[src/rtl/pio_pkg.sv]
package pio_pkg;
  localparam logic [1:0] SEL_A   = 2'd0;
  localparam logic [1:0] SEL_B   = 2'd1;
  localparam logic [1:0] SEL_C   = 2'd2;
  localparam logic [1:0] SEL_CMD = 2'd3;

  localparam int CB_MODESET = 7;
  localparam int CB_A_IN    = 4;
  localparam int CB_CU_IN   = 3;
  localparam int CB_B_IN    = 1;
  localparam int CB_CL_IN   = 0;

  typedef struct packed {
    logic a_in;
    logic cu_in;
    logic b_in;
    logic cl_in;
  } dir_t;

  localparam dir_t DIR_RESET = '{a_in: 1'b1, cu_in: 1'b1, b_in: 1'b1, cl_in: 1'b1};

  function automatic dir_t decode_dir(input logic [7:0] w);
    dir_t d;
    d.a_in  = w[CB_A_IN];
    d.cu_in = w[CB_CU_IN];
    d.b_in  = w[CB_B_IN];
    d.cl_in = w[CB_CL_IN];
    return d;
  endfunction

  function automatic logic is_modeset(input logic [7:0] w);
    return w[CB_MODESET];
  endfunction
endpackage

[src/rtl/pio_dir_reg.sv]
module pio_dir_reg
  import pio_pkg::*;
(
  input  logic       clk,
  input  logic       rst_n,
  input  logic       load,
  input  logic [7:0] cmd,
  output dir_t       dir
);
  always_ff @(posedge clk or negedge rst_n) begin
    if (!rst_n)    dir <= DIR_RESET;
    else if (load) dir <= decode_dir(cmd);
  end
endmodule

[src/rtl/pio_port_latch.sv]
module pio_port_latch #(
  parameter int W    = 8,
  parameter int SEGS = 1
) (
  input  logic            clk,
  input  logic            rst_n,
  input  logic            clr,
  input  logic            we,
  input  logic [W-1:0]    d,
  input  logic [SEGS-1:0] seg_out,
  output logic [W-1:0]    q
);
  localparam int SEGW = W / SEGS;

  for (genvar s = 0; s < SEGS; s++) begin : g_seg
    always_ff @(posedge clk or negedge rst_n) begin
      if (!rst_n)                 q[s*SEGW +: SEGW] <= '0;
      else if (clr)               q[s*SEGW +: SEGW] <= '0;
      else if (we && seg_out[s])  q[s*SEGW +: SEGW] <= d[s*SEGW +: SEGW];
    end
  end
endmodule

[src/rtl/pio_rd_mux.sv]
module pio_rd_mux
  import pio_pkg::*;
#(
  parameter int W = 8
) (
  input  logic         rd_en,
  input  logic [1:0]   addr,
  input  logic [W-1:0] pin_a,
  input  logic [W-1:0] pin_b,
  input  logic [W-1:0] pin_c,
  input  logic [W-1:0] lat_a,
  input  logic [W-1:0] lat_b,
  input  logic [W-1:0] lat_c,
  input  logic [W-1:0] out_a,
  input  logic [W-1:0] out_b,
  input  logic [W-1:0] out_c,
  output logic [W-1:0] rdata
);
  function automatic logic [W-1:0] blend(input logic [W-1:0] pin,
                                         input logic [W-1:0] lat,
                                         input logic [W-1:0] is_out);
    return (lat & is_out) | (pin & ~is_out);
  endfunction

  always_comb begin
    rdata = '0;
    if (rd_en) begin
      unique case (addr)
        SEL_A:   rdata = blend(pin_a, lat_a, out_a);
        SEL_B:   rdata = blend(pin_b, lat_b, out_b);
        SEL_C:   rdata = blend(pin_c, lat_c, out_c);
        default: rdata = '0;
      endcase
    end
  end
endmodule

[src/rtl/triport_pio.sv]
module triport_pio
  import pio_pkg::*;
#(
  parameter int W = 8
) (
  input  logic         clk,
  input  logic         rst_n,
  input  logic         cs_n,
  input  logic         rd_n,
  input  logic         wr_n,
  input  logic [1:0]   addr,
  input  logic [W-1:0] wdata,
  output logic [W-1:0] rdata,
  input  logic [W-1:0] pin_a_in,
  input  logic [W-1:0] pin_b_in,
  input  logic [W-1:0] pin_c_in,
  output logic [W-1:0] pin_a_out,
  output logic [W-1:0] pin_b_out,
  output logic [W-1:0] pin_c_out,
  output logic [W-1:0] oe_a,
  output logic [W-1:0] oe_b,
  output logic [W-1:0] oe_c
);
  localparam int HALF = W / 2;

  // named internal events, used by the bound checker
  logic       acc_wr;
  logic       acc_rd;
  logic       cmd_wr;
  logic [2:0] port_we;
  dir_t       dir;

  assign acc_wr = !cs_n && !wr_n;
  assign acc_rd = !cs_n && !rd_n;
  assign cmd_wr = acc_wr && (addr == SEL_CMD) && is_modeset(wdata[7:0]);

  for (genvar p = 0; p < 3; p++) begin : g_we
    assign port_we[p] = acc_wr && (addr == 2'(p));
  end

  pio_dir_reg u_dir (
    .clk   (clk),
    .rst_n (rst_n),
    .load  (cmd_wr),
    .cmd   (wdata[7:0]),
    .dir   (dir)
  );

  assign oe_a = {W{~dir.a_in}};
  assign oe_b = {W{~dir.b_in}};
  assign oe_c = {{HALF{~dir.cu_in}}, {HALF{~dir.cl_in}}};

  pio_port_latch #(.W(W), .SEGS(1)) u_lat_a (
    .clk (clk), .rst_n (rst_n), .clr (cmd_wr), .we (port_we[0]),
    .d (wdata), .seg_out (~dir.a_in), .q (pin_a_out)
  );

  pio_port_latch #(.W(W), .SEGS(1)) u_lat_b (
    .clk (clk), .rst_n (rst_n), .clr (cmd_wr), .we (port_we[1]),
    .d (wdata), .seg_out (~dir.b_in), .q (pin_b_out)
  );

  pio_port_latch #(.W(W), .SEGS(2)) u_lat_c (
    .clk (clk), .rst_n (rst_n), .clr (cmd_wr), .we (port_we[2]),
    .d (wdata), .seg_out ({~dir.cu_in, ~dir.cl_in}), .q (pin_c_out)
  );

  pio_rd_mux #(.W(W)) u_rd (
    .rd_en (acc_rd),
    .addr  (addr),
    .pin_a (pin_a_in), .pin_b (pin_b_in), .pin_c (pin_c_in),
    .lat_a (pin_a_out), .lat_b (pin_b_out), .lat_c (pin_c_out),
    .out_a (oe_a), .out_b (oe_b), .out_c (oe_c),
    .rdata (rdata)
  );
endmodule

[config.mk]
export PLATFORM = sky130hd
export DESIGN_NAME = triport_pio
export DESIGN_NICKNAME = d
export VERILOG_FILES = /design/src/rtl/pio_pkg.sv /design/src/rtl/pio_dir_reg.sv /design/src/rtl/pio_port_latch.sv /design/src/rtl/pio_rd_mux.sv /design/src/rtl/triport_pio.sv
export SDC_FILE = /design/constraint.sdc
export NUM_CORES = 1
export LEC_CHECK = 0
export CAP_MARGIN = 20
export CORE_MARGIN = 3
export CORE_UTILIZATION = 35
export CTS_CLUSTER_DIAMETER = 120
export CTS_CLUSTER_SIZE = 20
export DETAILED_ROUTE_END_ITERATION = 16
export PLACE_DENSITY = 0.78
export SYNTH_ARGS = -nofsm -noshare
export SYNTH_HDL_FRONTEND = slang
export SYNTH_SLANG_ARGS = --single-unit
[constraint.sdc]
create_clock -name clk -period 1.6 [get_ports clk]
set_input_delay 0.24 -clock clk [delete_from_list [all_inputs] [get_ports clk]]
set_output_delay 0.24 -clock clk [all_outputs]
set_load 0.01 [all_outputs]
==> results by group <==
Placement
  – Dpl hpwl: ~4900 um
  – PortBufs: 94
  – GPL Wtd Cong: 0.915

GRT
  – Largest net degree at the start of global routing: 29
  – Initial antenna violation count: 0
  – GRT overflow: 0
  – Vias in the first global route: roughly 2.1k
  – Global-route wire length before repair: 10600 um
  – Gr usage total: roughly a fifth

CTS
  – Clk root buf: clkbuf_8
  – CTS tree: built
  – Clock latency on the worst-skew pair: ~0.28 ns
  – Sink Count: 28
  – Max clock buf depth: 2
  – CTS Buf Count: 3
  – H-tree lvl count: 1
  – Clock transition at the registers of the reported paths: between 0.1 and 0.15 ns

Logic synthesis
  – Ys flop type: dfrtp_1
  – Area contributors post-synth: dfrtp_1 31%, mux2_2 16%, buf_4 8.8%
  – Syn nets: approximately 250
  – Top cell type's share of synthesized area: a little under a third
  – Synth warn: 0
  – Post-synth EDFFs: 0
  – Post-Syn Area: just under 2000 um2
  – Mapped Cells: between 200 and 250
  – Async SR Flop Fraction: 100%
  – Synthesized flop and latch total: 28
  – Cell taking the most area after synthesis: dfrtp_1
  – Top-count cell post-synth: a21oi_1
  – Syn_area_per_cell: roughly 9.2 um2
  – Post-synth cell types: 34
  – Post-synth top cells: 30 x a21oi_1, 27 x mux2_2, 24 x dfrtp_1
  – Seq/Total Area, Yosys: 36.1%

Timing
  – Final Cycle Share: 123%
  – RSZ-0062 raised after global routing: true
  – Slew margin rel.: roughly 75%
  – FMAX: 0.507 GHz
  – Worst hold margin: 0.340 ns
  – Worst Tran Pin Value: 0.381 ns
  – Clock Skews: between 0.003 and 0.004 ns
  – Slew Viols, Final: 0
  – Setup violators final: 12
  – Minimum clock period: around 2 ns
  – Final hold violations: 0
  – Setup ws final: -0.370 ns

Detailed routing
  – DR WL/cell: 17.3 um
  – TritonRoute pass-1 iters: 4
  – Antenna Violating Nets Remaining: 0
  – Total number of vias: ~2.1k
  – Iter 0 DRT Violations: about 160
  – WL final: 6940 um
  – DRC Markers: 0
  – Vias per inst: 5.29

Floorplan
  – Initial Util: around 37%
  – Row count: 26
  – Core Region: 5240 um2
  – Die height: about 81 um
  – Boundary Pins: between 90 and 100
  – Die ar.: roughly 6500 um2
  – Die Wd: 80.7 um

Layout
  – Layout cells sized above 1: around 46%
  – Area Growth Syn to Fin: 68.8%
  – Nets: ~370
  – Fillers: about 440
  – Ant diodes: 0

Worst setup path
  – Flop2flop setup slack: approximately 0.060 ns
  – Peak fanout along the critical path: 6
  – Worst r2r src: u_dir.dir[2]$_DFFE_PN1P_
  – Reg2reg path depth: 8
  – CP endpoint kind: primary output
  – Required time worst endpoint: between 1 and 1.5 ns
  – Worst setup SP type: flip-flop
  – Reg2reg end: u_lat_c.q[7]$_DFFE_PN0P_
  – Kind of critical path: flip-flop to primary output
  – Crit path arrival time: 1.73 ns

Power
  – PwrDens: between 1000 and 1500 nW/um2
  – PnR Total Power: 0.00363 W
  – Peak supply drop: 0.579 mV
  – Leakage power total: between 1 and 1.5 nW

Status
  – Failing checks: setup timing
  – Run status: finished with violations

Run
  – Maxcap violations: 0

Worst hold path
  – Hold Crit Class: input port to async pin
==> per-layer routing <==
| layer | wire (um) | vias to the layer above | track usage [%] |
|---|---|---|---|
| met3 | 539 | 14 | 3.14 |
| met2 | 3450 | 107 | 36.9 |
| met4 | 144 | 0 | 6.25 |
| met5 | 0 | - | 0 |
| li1 | - | 992 | - |
| met1 | 2810 | 1008 | 27.6 |
==> kinds of logic (layout without fill, tap and decap cells) <==
kind of cell           after synthesis  in the layout  share of synthesized area, %
AOI/OAI and AO/OA                   66             66                          19.3
buffers and inverters               43            161                          13.6
DFF                                 28             28                          36.1
muxes                               28             28                          16.1
and+or+nand+nor                     48             48                          14.9
==> cell type report <==
type | instances | area (um2) | area share [%]
clock buffers | 3 | 41.3 | 1.25
clock inverters | 1 | 30.0 | 0.910
inverters | 5 | 33.8 | 1.02
multi-input cells | 142 | 1090 | 33.1
flip-flops and latches | 28 | 706 | 21.4
well taps | 70 | 87.6 | 2.65
repair buffers | 152 | 1310 | 39.7
==> flip-flops by register name, indices dropped and copies added, names as in the netlist <==
signal	flops
u_dir.dir	4
u_lat_a.q	8
u_lat_b.q	8
u_lat_c.q	8
==> power by group <==
part           switching, W  internal, W
registers          0.000137     0.000890
clock network      0.000251     0.000336
logic              0.000832      0.00118
==> how the worst max path moves through the flow <==
stage                             start  endpoint  cells past startpoint
4_1_cts        u_dir.dir[3]$_DFFE_PN1P_  rdata[6]                      5
2_1_floorplan  u_dir.dir[2]$_DFFE_PN1P_  rdata[6]                      4
5_1_grt        u_dir.dir[3]$_DFFE_PN1P_  rdata[4]                      5
3_3_place_gp                    addr[1]  rdata[3]                      5
6_report       u_dir.dir[3]$_DFFE_PN1P_  rdata[3]                      5
3_5_place_dp                    addr[1]  rdata[1]                      5
==> cell usage in the layout, fill, tap and decap left out, types with 2 or more instances in the layout <==
cell | netlist | routed
clkdlybuf4s50_1 | 0 | 59
buf_4 | 23 | 46
buf_2 | 8 | 29
a21oi_1 | 30 | 25
dfrtp_1 | 24 | 24
nand3_1 | 23 | 23
mux2_2 | 27 | 19
buf_6 | 1 | 12
o21ai_1 | 7 | 10
o21ai_0 | 14 | 9
nand2_1 | 8 | 8
mux2_4 | 0 | 8
a22oi_2 | 0 | 8
a21oi_2 | 0 | 5
dfstp_2 | 4 | 4
clkbuf_8 | 0 | 3
nor2b_1 | 2 | 2
inv_2 | 0 | 2
or4b_4 | 2 | 2
nand2b_1 | 2 | 2
and2_1 | 2 | 2
o2bb2ai_1 | 2 | 2
o21ai_2 | 0 | 2
dlygate4sd2_1 | 0 | 2
==> timing repair <==
action                                  4_1_cts  5_1_grt
hold buffers                                  0        0
endpoints found under the hold margin         0        0
endpoints found under the setup margin       46       33
gates resized for setup                     162       22
buffers inserted                              8        4
pin swaps                                    17        1
cloned                                        1        0
==> stage by stage <==
stage                     area [um2]  utilization, %  worst slack [ns]  setup TNS [ns]  cells
after detailed placement        3100            59.1            -0.630          -12.90    385
after floorplan                 1960               -           0.00244               0    213
after CTS                       3240            61.9            -0.370           -2.77    398
after global placement          3100            59.1            -0.602          -11.63    385
final                           3300            63.0            -0.370           -3.25    401
after global routing            3300            63.0            -0.441           -3.83    401
==> worst max-delay path, stage by stage (launching register included) <==
cell	delay, ns
dfstp_2	0.58
buf_8	0.15
mux2_4	0.32
a22oi_2	0.15
a21oi_1	0.09
buf_2	0.16
Note: power is estimated with default switching activity, not from simulation.
